===== src/rtl/guard_pkg.sv =====
package guard_pkg;
  typedef enum logic {
    MODE_NORMAL = 1'b0,
    MODE_PROG   = 1'b1
  } mode_e;

  // bits needed to hold a count from 0 to n inclusive
  function automatic int cnt_bits(input int n);
    return (n < 1) ? 1 : $clog2(n + 1);
  endfunction
endpackage


===== src/rtl/guard_sync.sv =====
module guard_sync #(
  parameter int               WIDTH   = 1,
  parameter int               STAGES  = 2,
  parameter logic [WIDTH-1:0] RST_VAL = '0
) (
  input  logic             clk,
  input  logic             rst_n,
  input  logic [WIDTH-1:0] d,
  output logic [WIDTH-1:0] q
);
  for (genvar b = 0; b < WIDTH; b++) begin : g_bit
    logic [STAGES-1:0] chain;
    always_ff @(posedge clk or negedge rst_n) begin
      if (!rst_n) chain <= {STAGES{RST_VAL[b]}};
      else        chain <= {chain[STAGES-2:0], d[b]};
    end
    assign q[b] = chain[STAGES-1];
  end
endmodule


===== src/rtl/guard_por.sv =====
module guard_por #(
  parameter int DELAY = 16
) (
  input  logic clk,
  input  logic rst_n,
  input  logic vs_s,
  output logic ready
);
  localparam int CW = guard_pkg::cnt_bits(DELAY);
  localparam logic [CW-1:0] FULL = CW'(DELAY);
  localparam logic [CW-1:0] LAST = CW'(DELAY - 1);

  logic [CW-1:0] cnt;

  always_ff @(posedge clk or negedge rst_n) begin
    if (!rst_n) begin
      cnt   <= '0;
      ready <= 1'b0;
    end else if (!vs_s) begin
      cnt   <= '0;
      ready <= 1'b0;
    end else begin
      if (cnt != FULL) cnt <= cnt + 1'b1;
      ready <= (cnt >= LAST);
    end
  end
endmodule


===== src/rtl/guard_strobe_filter.sv =====
module guard_strobe_filter #(
  parameter int GLITCH_W = 4
) (
  input  logic clk,
  input  logic rst_n,
  input  logic ready,
  input  logic ce_s,
  input  logic oe_s,
  input  logic we_s,
  output logic start
);
  localparam int CW = guard_pkg::cnt_bits(GLITCH_W);
  localparam logic [CW-1:0] FULL = CW'(GLITCH_W);
  localparam logic [CW-1:0] FIRE = CW'(GLITCH_W - 1);

  logic [CW-1:0] low_cnt;
  logic          wr_cond;
  logic          fire;

  assign wr_cond = !ce_s && !we_s && oe_s;
  assign fire    = wr_cond && ready && (low_cnt == FIRE);

  always_ff @(posedge clk or negedge rst_n) begin
    if (!rst_n) begin
      low_cnt <= '0;
      start   <= 1'b0;
    end else begin
      if (!wr_cond)             low_cnt <= '0;
      else if (low_cnt != FULL) low_cnt <= low_cnt + 1'b1;
      start <= fire;
    end
  end
endmodule


===== src/rtl/guard_mode_ctl.sv =====
module guard_mode_ctl #(
  parameter int RST_EXIT_W = 8
) (
  input  logic clk,
  input  logic rst_n,
  input  logic vs_s,
  input  logic rst_s,
  input  logic enter,
  output logic mode
);
  import guard_pkg::*;
  localparam int CW = cnt_bits(RST_EXIT_W);
  localparam logic [CW-1:0] FULL = CW'(RST_EXIT_W);

  logic [CW-1:0] low_cnt;
  logic          release_ok;
  mode_e         state;

  assign release_ok = rst_s && (low_cnt >= FULL);
  assign mode       = (state == MODE_PROG);

  always_ff @(posedge clk or negedge rst_n) begin
    if (!rst_n) begin
      low_cnt <= '0;
      state   <= MODE_NORMAL;
    end else begin
      if (rst_s)                low_cnt <= '0;
      else if (low_cnt != FULL) low_cnt <= low_cnt + 1'b1;
      if (!vs_s || release_ok) state <= MODE_NORMAL;
      else if (enter)          state <= MODE_PROG;
    end
  end
endmodule


===== src/rtl/flash_prog_guard.sv =====
module flash_prog_guard #(
  parameter int SYNC_STAGES = 2,
  parameter int POR_DELAY   = 16,
  parameter int GLITCH_W    = 4,
  parameter int RST_EXIT_W  = 8
) (
  input  logic clk,
  input  logic rst_n,
  input  logic supply_ok,
  input  logic ce_n,
  input  logic oe_n,
  input  logic we_n,
  input  logic exit_pin_n,
  input  logic mode_enter,
  output logic prog_start,
  output logic prog_mode,
  output logic supply_ready
);
  localparam int NPIN = 5;
  // reset values: supply flag absent, all active-low pins inactive
  localparam logic [NPIN-1:0] PIN_RST = 5'b01111;

  logic [NPIN-1:0] pin_q;
  logic vs_s, rst_s, oe_s, we_s, ce_s;

  guard_sync #(.WIDTH(NPIN), .STAGES(SYNC_STAGES), .RST_VAL(PIN_RST)) u_sync (
    .clk(clk), .rst_n(rst_n),
    .d({supply_ok, exit_pin_n, oe_n, we_n, ce_n}),
    .q(pin_q)
  );
  assign {vs_s, rst_s, oe_s, we_s, ce_s} = pin_q;

  guard_por #(.DELAY(POR_DELAY)) u_por (
    .clk(clk), .rst_n(rst_n), .vs_s(vs_s), .ready(supply_ready)
  );

  guard_strobe_filter #(.GLITCH_W(GLITCH_W)) u_filt (
    .clk(clk), .rst_n(rst_n), .ready(supply_ready),
    .ce_s(ce_s), .oe_s(oe_s), .we_s(we_s), .start(prog_start)
  );

  guard_mode_ctl #(.RST_EXIT_W(RST_EXIT_W)) u_mode (
    .clk(clk), .rst_n(rst_n), .vs_s(vs_s), .rst_s(rst_s),
    .enter(mode_enter), .mode(prog_mode)
  );
endmodule


===== config.mk =====
export PLATFORM = sky130hd
export DESIGN_NAME = flash_prog_guard
export DESIGN_NICKNAME = d
export VERILOG_FILES = /design/src/rtl/guard_pkg.sv /design/src/rtl/guard_sync.sv /design/src/rtl/guard_por.sv /design/src/rtl/guard_strobe_filter.sv /design/src/rtl/guard_mode_ctl.sv /design/src/rtl/flash_prog_guard.sv
export SDC_FILE = /design/constraint.sdc
export NUM_CORES = 1
export LEC_CHECK = 0
export ABC_AREA = 1
export BUFFER_PORTS_ARGS = -buffer_cell sky130_fd_sc_hd__buf_2
export CORE_AREA = 2 2 47 49
export CTS_CLUSTER_DIAMETER = 200
export DETAILED_ROUTE_END_ITERATION = 16
export DIE_AREA = 0 0 49 51
export PLACE_DENSITY = 0.83
export SKIP_LAST_GASP = 1
export SLEW_MARGIN = 15
export SYNTH_ARGS = -nofsm -noshare
export SYNTH_HDL_FRONTEND = slang
export SYNTH_SLANG_ARGS = --single-unit

===== constraint.sdc =====
create_clock -name clk -period 2.1 [get_ports clk]
set_clock_uncertainty 0.1 [all_clocks]
set_input_delay 0.105 -clock clk [delete_from_list [all_inputs] [get_ports clk]]
set_output_delay 0.105 -clock clk [all_outputs]
set_load 0.005 [all_outputs]

# After elaboration in Yosys (flattened, before gate mapping)
# Index checks and enable logic that the tools add are counted.
# word_totals
in_bits	8
register_bits	25
# op_classes
add_sub_neg	3
n_lt_le_gt_ge	2
reduce_logical	11
mux	9
eq_ne	6
# op_table
op	n
$mux 5	2
$mux 4	2
$mux 3	2
$add 5x1->5 const B	1
$ge 5x4->1 const B	1
$logic_and 1x1->1	5
$ne 5x5->1 const B	1
$add 4x1->4 const B	1
$ge 4x4->1 const B	1
$ne 4x4->1 const B	1
$reduce_bool 2->1	2
$add 3x1->3 const B	1
$eq 3x2->1 const B	1
$logic_not 1->1	3
$mux 1	3
$ne 3x3->1 const B	1
$ne 2x1->1 const B	1
$ne 2x2->1 const B	1
$logic_or 1x1->1	1

# Logic depth before layout (Yosys ltp)
# Gate-level depths: netlist (run 1).
# logic_depth
ltp_word	5
ltp_mapped	7
ltp_nobuf	7

# Modules after synthesis
# From an unflattened synthesis (run 1), not the netlist that was laid out.
# unflattened
hier_cells	105
hier_area_um2	1089.8
# by_module_without_submodules
module	cells_per_inst	area_each_um2	instances
guard_por	37	325.3	1
guard_sync	15	297.8	1
guard_mode_ctl	30	259.0	1
guard_strobe_filter	23	207.7	1

# Least setup slack after synthesis (run 1)
# OpenSTA, ideal clock, no wires.
# synth_timing
path_type	register to register
start	reg u_por.cnt[0]
end	reg u_por.cnt[4]
setup_time_ps	73
n_path_buf	0
required_ps	1927
setup_slack_ps	824
arrival_ps	1103
period_less_slack_ps	1276
path_stages_with_launch	6
cell_sequence	dfrtp_1 -> ha_1 -> nand2_1 -> nor2_1 -> ha_1 -> a21oi_2
# synth_between
elab_chain_cells	3
word_cells_on_any_way	5
cone_classes	add/sub: 1; eq/ne: 2; mux: 2
# synth_rtl
element	line_no	source
from (decl)	guard_por.sv:13	logic [CW-1:0] cnt;
from (signal assigned)	guard_por.sv:23	if (cnt != FULL) cnt <= cnt + 1'b1;
$add 5x1->5	guard_por.sv:23	
$mux 5	guard_por.sv:23	
$mux 5	guard_por.sv:19	end else if (!vs_s) begin
# Parallel ways exist; a longest one is shown, timed or not. The select of a mux whose other input is x is not followed.
# A chain may end at the register's enable or synchronous reset.

# Worst setup path in the final report (run 1)
# Same ends and word-level chain as after synthesis.

==> impl_metrics.tcl, run 1 <==
set metrics [dict create \
    nets 142 \
    post_cts_resized 0 \
    holdBufCountCts 7 \
    cts_tree "yes" \
    cts_setup_buffers 0 \
    synth_top_area_cell "dfrtp_1" \
    cp_slowest_cell "dfrtp_1" \
    avgRoutedWirePerCell_um 10.5 \
    maxCapViolCount 0 \
    grt_remaining_overflow 0 \
    final-hold-violation-count 0 \
    hold_path.class "input port to async pin" \
    numCtsBuffers 3 \
    post-route-util 0.600 \
    cp.depth 5 \
    hpwl_um 1150 \
    grtUsageTotal 0.151 \
    setup_viol 0 \
    startpoint_type "register" \
    syn_nets 120 \
    status "complete, no violations" \
    critical_path_class "register to register" \
    io_buffer_count 10 \
    power_density_nw_per_um2 651 \
    synth_area_sq_um 1060 \
    max_stage_delay_ns 0.45 \
    cts_max_path_buffers 2 \
    clock.fmax_ghz 0.729 \
    grt_pass1_wl_um 2770 \
    cts.sinks 25 \
    io_pins 11 \
    layout-drive-gt1-share 0.232 \
    viasPerCell 4.82 \
    setup_tns_ns 0 \
    post-route-period-util 0.653 \
    root_buffer "clkbuf_4" \
    route.met3.wl_um 30 \
    ant_nets 0 \
    whs_ns 0.178 \
    path_buf_inv 0 \
    core_area_sq_um 2060 \
    clk_pin_slew_ns 0.13 \
    r2r_slack_ns 0.73 \
    drc 0 \
    fp-row-count 17 \
    ir_drop_uv 591 \
    grt_setup_unrepaired "no" \
    final_common_cell "nand2_1" \
    mostFrequentLayoutCells "18 x nand2_1, 17 x dfrtp_1, 15 x inv_1" \
    grt_pass1_vias 659 \
    drv_slew 0 \
    setup.worst_path.start "u_por.cnt[0]$_DFFE_PN0P_" \
    crit_family "adder cells" \
    arrival_ns 1.53 \
    rr_worst_depth 5 \
    htree_levels 1 \
    leakagePower_nw 0.616 \
    dp.cells 142 \
    p_total_uw 806 \
    path_cells "ha_1 > nand2_1 > nor2_1 > ha_1 > a21oi_2" \
    netlist_instances 104 \
    vias 737 \
    timing.critical_path.to "u_por.cnt[4]$_DFFE_PN0P_" \
    crit_fanout 5 \
    cp.required_ns 2.26 \
    die_h_um 51 \
    syn_to_final_growth_pct 17.3 \
    drt-met1-wl_um 722 \
    cpMostUsedCell "ha_1" \
    diodes 0 \
    drt_iter0_drc 13 \
    grt_max_degree 26 \
    gp_congestion 0.821 \
    slew_headroom 0.649 \
    end_kind "register" \
    met2_length_um 812 \
    rr_endpoint "u_por.cnt[4]$_DFFE_PN0P_" \
    synth_top_cell_area_share 0.403 \
    worstMarginPinSlew_ns 0.526 \
    synth_seq_area_share 0.602 \
    initial_core_util 0.512 \
    synth.avg_cell_area_sq_um 10.2 \
    clk_latency_ns 0.32 \
    ys_types 16 \
    top_layer_used "met4" \
    synth-seq-cells 25 \
    yosysWarnings 0 \
    r2r-start "u_por.cnt[0]$_DFFE_PN0P_" \
    wirelength_um 1610 \
    die_w_um 49 \
    yosys-top-cells-area "dfrtp_1 40%, dfstp_2 20%, ha_1 9.5%" \
    antenna_found_initial 0 \
    die_area_sq_um 2500 \
    final_cells 153 \
    drtPass1Iterations 2 \
    layout_min_cycle_time_ns 1.37 \
]
## worst min-delay path by stage
stage	end	slack (ns)
6_report	u_filt.start$_DFF_PN0_	0.18
5_1_grt	u_filt.low_cnt[2]$_DFFE_PN0P_	0.22
4_1_cts	u_por.cnt[2]$_DFFE_PN0P_	0.19
3_5_place_dp	u_filt.start$_DFF_PN0_	0.01
3_3_place_gp	u_filt.start$_DFF_PN0_	-0.002
2_1_floorplan	u_filt.low_cnt[0]$_DFFE_PN0P_	-0.29
## through the flow
step / instance area (sq um) / setup WS, ns
finish: 1240 / 0.728
global route: 1240 / 0.640
CTS: 1240 / 0.729
detailed placement: 1140 / 0.756
global placement: 1140 / 0.809
floorplan: 1060 / 0.824
## layer usage
layer,GRT usage,vias up
met5,0,-
met4,0.100,0
met3,0.0263,5
met2,0.244,11
met1,0.188,351
li1,-,370
## worst reg2reg max path, stage by stage (launching register included)
cell	delay (ns)
dfrtp_1	0.45
ha_1	0.23
nand2_1	0.08
nor2_1	0.05
ha_1	0.28
a21oi_2	0.12
## layout make-up
type	count	area [sq um]
well taps	28	35.0
flip-flops and latches	25	636
repair buffers	17	120
clock inverters	1	5.00
multi-input cells	64	364
clock buffers	3	22.5
inverters	15	56.3
fillers	169	825
## cell usage after synthesis
master	count
dfstp_2	8
nand4_1	5
nor2_1	13
o21ai_0	1
nand3_1	5
or2_1	1
ha_1	8
inv_1	15
nor2_2	4
nand2_1	18
a21oi_2	1
dfrtp_1	17
nand3_2	1
nor3_1	1
nand2_2	1
a21oi_1	5
## flip-flops by register name (all words and copies together) (netlist names)
name and flops:
u_por.ready 1, u_mode.mode 1, u_sync.g_bit.chain 10, u_filt.start 1, u_filt.low_cnt 3, u_mode.low_cnt 4
u_por.cnt 5
## logic make-up after synthesis
kind of cell / after synthesis / share of synthesized area
adder cells (fa/ha/maj): 8 / 0.0948
AO/OA/AOI/OAI: 7 / 0.0367
buffers and inverters: 15 / 0.0533
flip-flops: 25 / 0.602
AND/OR/NAND/NOR: 49 / 0.213
## power breakdown
| group | internal (mW) | switching [mW] | total (mW) |
|---|---|---|---|
| Combinational | 0.0309 | 0.0358 | 0.0667 |
| Clock | 0.0714 | 0.140 | 0.211 |
| Sequential | 0.509 | 0.0192 | 0.528 |
Note: power is estimated with default switching activity, not from simulation.
==> run 2: changes to the inputs <==
Clock period 2.1 ns to 1.3 ns, I/O delays scaled along.
==> run 2 against run 1 <==
  * Die area unchanged
  * Total power is 65% higher
  * Critical path depth increased by 1
==> impl_metrics.tcl, run 2 (synthesis results as in run 1) <==
set metrics [dict create \
    fp-row-count 17 \
    post-route-util 0.631 \
    path_cells "ha_2 > nand2_2 > nor2_4 > ha_4 > nor2_2 > a21oi_2" \
    grt_max_degree 26 \
    layout-drive-gt1-share 0.310 \
    crit_family "flip-flops" \
    cts.sinks 25 \
    clkPwrFrac 0.270 \
    avgRoutedWirePerCell_um 11.2 \
    internal-power_uw 999 \
    grt_pass1_wl_um 3110 \
    regMostFlops "u_sync.g_bit.chain" \
    initial_core_util 0.512 \
    rr_endpoint "u_por.ready$_DFF_PN0_" \
    ant_nets 0 \
    gp_congestion 0.838 \
    whs_ns 0.128 \
    clk_latency_ns 0.33 \
    crit_fanout 4 \
    clk_pin_slew_ns 0.13 \
    hpwl_um 1150 \
    mostFrequentLayoutCells "17 x nand2_1, 17 x dfrtp_1, 14 x inv_1" \
    grt_setup_unrepaired "yes" \
    io_pins 11 \
    syn_to_final_growth_pct 23.3 \
    nets 146 \
    drtPass1Iterations 4 \
    numCtsBuffers 3 \
    status "complete, no violations" \
    drt_iter0_drc 11 \
    drv_slew 0 \
    worst_slack_ns 0.0155 \
    clock.fmax_ghz 0.779 \
    dpl_cell_area_sq_um 1150 \
    vias 762 \
    r2r_slack_ns 0.02 \
    rr_worst_depth 6 \
    wirelength_um 1770 \
    startpoint_type "register" \
    pre_cts_slack_ns -0.0164 \
    setup_viol 0 \
    top_usage_layer "met2" \
    grtUsageTotal 0.166 \
    max_stage_delay_ns 0.43 \
    diodes 0 \
    drc 0 \
    worstMarginPinSlew_ns 0.520 \
    largest_register_ff_count 10 \
    grt_pass1_vias 792 \
    met3_usage 0.0263 \
    r2r-start "u_por.cnt[0]$_DFFE_PN0P_" \
    netSwitchingFraction 0.251 \
    layout_min_cycle_time_ns 1.28 \
    cp.depth 6 \
    antenna_found_initial 0 \
    ir_drop_uv 623 \
    die_area_sq_um 2500 \
    maxCapViolCount 0 \
    cp.required_ns 1.43 \
    post-route-period-util 0.988 \
    hold_path.class "input port to async pin" \
    die_h_um 51 \
    grt_util_met1 0.188 \
    htree_levels 1 \
    leakagePower_nw 0.631 \
    arrival_ns 1.42 \
    power_density_nw_per_um2 1020 \
    grt_remaining_overflow 0 \
    die_w_um 49 \
    root_buffer "clkbuf_4" \
    setup_tns_ns 0 \
    slew_headroom 0.653 \
    cts_max_path_buffers 2 \
    viasPerCell 4.85 \
    seqPwrFrac 0.639 \
    end_kind "register" \
    io_buffer_count 10 \
    globalRouteMet2Util 0.297 \
    reg_top3 "u_sync.g_bit.chain x10, u_por.cnt x5, u_mode.low_cnt x4" \
    cp_slowest_cell "dfrtp_1" \
    final-hold-violation-count 0 \
    path_buf_inv 0 \
    critical_path_class "register to register" \
    core_area_sq_um 2060 \
    combinationalPowerShare 0.091 \
    p_switching_uw 334 \
    fin_area_sq_um 1300 \
    cts_tree "yes" \
]
[run 2: stage by stage]
step | std cells | power, mW
5_1_grt | 157 | 1.39
3_5_place_dp | 143 | 0.963
3_3_place_gp | 143 | 0.954
2_1_floorplan | 104 | 0.915
4_1_cts | 157 | 1.34
6_report | 157 | 1.33
[run 2: how the worst max path moves through the flow]
stage,startpoint,to
after floorplan,u_por.cnt[0]$_DFFE_PN0P_,u_por.cnt[4]$_DFFE_PN0P_
after global placement,u_por.cnt[0]$_DFFE_PN0P_,u_por.cnt[4]$_DFFE_PN0P_
after detailed placement,u_por.cnt[1]$_DFFE_PN0P_,u_por.cnt[4]$_DFFE_PN0P_
after CTS,u_por.cnt[1]$_DFFE_PN0P_,u_por.cnt[4]$_DFFE_PN0P_
after global routing,u_por.cnt[0]$_DFFE_PN0P_,u_por.ready$_DFF_PN0_
final,u_por.cnt[0]$_DFFE_PN0P_,u_por.ready$_DFF_PN0_
[run 2: worst register-to-register path, cell delays in order (launching register included)]
cell	delay (ns)
dfrtp_1	0.43
ha_2	0.20
nand2_2	0.09
nor2_4	0.05
ha_4	0.15
nor2_2	0.11
a21oi_2	0.06
[run 2: repair_timing]
item | 4_1_cts | 5_1_grt
pin swaps | 4 | 5
hold endpoints to repair | 31 | 0
resized for setup | 2 | 7
buffers inserted | 3 | 0
hold buffers | 7 | 0
setup endpoints to repair | 2 | 5
[run 2: layout make-up]
type / instances / area, sq um
clock buffer: 3 / 22.5
timing repair buffer: 21 / 150
multi-input combinational: 64 / 395
clock inverter: 1 / 7.51
sequential: 25 / 636
fill: 169 / 761
tap: 28 / 35.0
inverter: 15 / 56.3
[run 2: power groups by stage]
stage / Sequential [mW] / Clock (mW) / Combinational, mW
CTS: 0.851 / 0.370 / 0.123
detailed placement: 0.865 / 0 / 0.0982
global route: 0.856 / 0.390 / 0.143
floorplan: 0.859 / 0 / 0.0555
global placement: 0.863 / 0 / 0.0908
finish: 0.851 / 0.360 / 0.122
[run 2: metal layers]
metal	routed length [um]	part of all wire
met1	758	0.43
met2	901	0.51
met3	53	0.030
met4	53	0.030
met5	0	0
==> run 3: changes to the inputs <==
Settings changed: CELL_PAD_IN_SITES_DETAIL_PLACEMENT set to 1, CELL_PAD_IN_SITES_GLOBAL_PLACEMENT set to 1, CORE_AREA 2 2 47 49 to 2 2 53 55, DIE_AREA 0 0 49 51 to 0 0 55 57.
==> run 3 against run 2 <==
  * The run now ends with negative setup slack left
  * Combinational power about the same
  * Critical path depth down 1
  * Register-to-register slack worse by 0.04 ns
  * Routed wire length up 20%
  * Final area down 1.6%
  * Total power down 0.57%
  * Via count up 3.3%
  * Utilization down 14 points
  * Clock power down 4%
  * Count of clock-buffer cells in the layout up 1
==> impl_metrics.tcl, run 3 (synthesis results as in run 1) <==
set metrics [dict create \
    post-route-period-util 1.02 \
    io_pins 11 \
    avgRoutedWirePerCell_um 13.3 \
    drv_slew 0 \
    setup.worst_path.start "u_por.cnt[1]$_DFFE_PN0P_" \
    grt_max_degree 26 \
    worstMarginPinSlew_ns 0.539 \
    critical_path_class "register to register" \
    setup_viol 1 \
    whs_ns 0.138 \
    end_kind "register" \
    final_common_cell "dfrtp_1" \
    cts.sinks 25 \
    numCtsBuffers 3 \
    viasPerCell 4.92 \
    htree_levels 1 \
    nFillCells 304 \
    pre_cts_slack_ns -0.0504 \
    syn_to_final_growth_pct 21.3 \
    grt_remaining_overflow 0 \
    startpoint_type "register" \
    largest_register_ff_count 10 \
    leakagePower_nw 0.625 \
    regMostFlops "u_sync.g_bit.chain" \
    rr_endpoint "u_por.cnt[4]$_DFFE_PN0P_" \
    timing.critical_path.to "u_por.cnt[4]$_DFFE_PN0P_" \
    vias 787 \
    cts_tree "yes" \
    fin_area_sq_um 1280 \
    power_density_nw_per_um2 1030 \
    antenna_found_initial 0 \
    initial_core_util 0.404 \
    r2r_slack_ns -0.02 \
    slew_headroom 0.641 \
    clk_latency_ns 0.32 \
    maxCapViolCount 0 \
    seq_area_sq_um 636 \
    cts_max_path_buffers 2 \
    final-hold-violation-count 0 \
    ir_drop_uv 594 \
    ant_nets 0 \
    layout-drive-gt1-share 0.302 \
    gp_congestion 0.726 \
    clk_pin_slew_ns 0.14 \
    grt_setup_unrepaired "yes" \
    status "finished, violations left" \
    post-route-util 0.490 \
    io_buffer_count 10 \
    rr_worst_depth 5 \
    die_h_um 57 \
    grt_pass1_wl_um 3600 \
    fp-row-count 19 \
    die_area_sq_um 3140 \
    root_buffer "clkbuf_4" \
    grtUsageTotal 0.160 \
    die_w_um 55 \
    dpl_cell_area_sq_um 1150 \
    drt_iter0_drc 5 \
    violations "negative setup slack" \
    grt_pass1_vias 853 \
    wirelength_um 2120 \
    core_area_sq_um 2620 \
    arrival_ns 1.49 \
    mostFrequentLayoutCells "17 x dfrtp_1, 16 x nand2_1, 13 x nor2_1" \
    multi_input_area_sq_um 374 \
    cp.required_ns 1.46 \
    clock.fmax_ghz 0.756 \
    crit_fanout 5 \
    hpwl_um 1510 \
    hold_path.class "input port to async pin" \
    nets 146 \
    reg_top3 "u_sync.g_bit.chain x10, u_por.cnt x5, u_mode.low_cnt x4" \
    drc 0 \
    drtPass1Iterations 4 \
    r2r-start "u_por.cnt[1]$_DFFE_PN0P_" \
    worst_slack_ns -0.0228 \
    layout_min_cycle_time_ns 1.32 \
    setup_tns_ns -0.0228 \
    diodes 0 \
]
## run 3: metrics by stage
| stage | cells | total power, mW |
|---|---|---|
| after detailed placement | 146 | 0.968 |
| after global placement | 146 | 0.956 |
| after floorplan | 104 | 0.915 |
| after global routing | 160 | 1.41 |
| final | 160 | 1.33 |
| after CTS | 158 | 1.33 |
## run 3: metal layers
metal | track usage | up-vias | share of wire
li1 | - | 378 | -
met5 | 0 | - | 0
met4 | 0.0627 | 0 | 0.016
met3 | 0.0236 | 5 | 0.018
met2 | 0.291 | 9 | 0.57
met1 | 0.179 | 395 | 0.40
## run 3: cell type report
class                      instances  share of cell area
inverter                          15              0.0439
multi-input combinational         64               0.292
clock buffer                       4              0.0205
sequential                        25               0.496
tap                               31              0.0303
timing repair buffer              21               0.117
## run 3: what timing repair did
item / in CTS / in global routing
hold buffers: 7 / 0
resized for setup: 3 / 4
hold endpoints to repair: 31 / 0
pin swaps: 3 / 3
endpoints found under the setup margin: 5 / 7
setup buffers: 1 / 2
## run 3: worst min path at each step
| stage | endpoint | start | depth (start not counted) |
|---|---|---|---|
| floorplan | u_filt.low_cnt[0]$_DFFE_PN0P_ | rst_n | 0 |
| global placement | u_por.cnt[4]$_DFFE_PN0P_ | rst_n | 1 |
| detailed placement | u_por.cnt[4]$_DFFE_PN0P_ | rst_n | 1 |
| CTS | u_por.cnt[4]$_DFFE_PN0P_ | rst_n | 2 |
| global route | u_por.cnt[4]$_DFFE_PN0P_ | rst_n | 2 |
| finish | u_por.cnt[4]$_DFFE_PN0P_ | rst_n | 2 |
## run 3: critical path: stages, from the launching register on
cell	delay (ns)
dfrtp_1	0.44
ha_2	0.22
nand2_2	0.06
nor2_1	0.10
ha_1	0.24
a21oi_2	0.11
## run 3: power breakdown
part	internal, mW	total [mW]	switching, mW
Sequential	0.822	0.855	0.0328
Combinational	0.0580	0.123	0.0651
Clock	0.120	0.347	0.227
Total	1.00	1.33	0.325
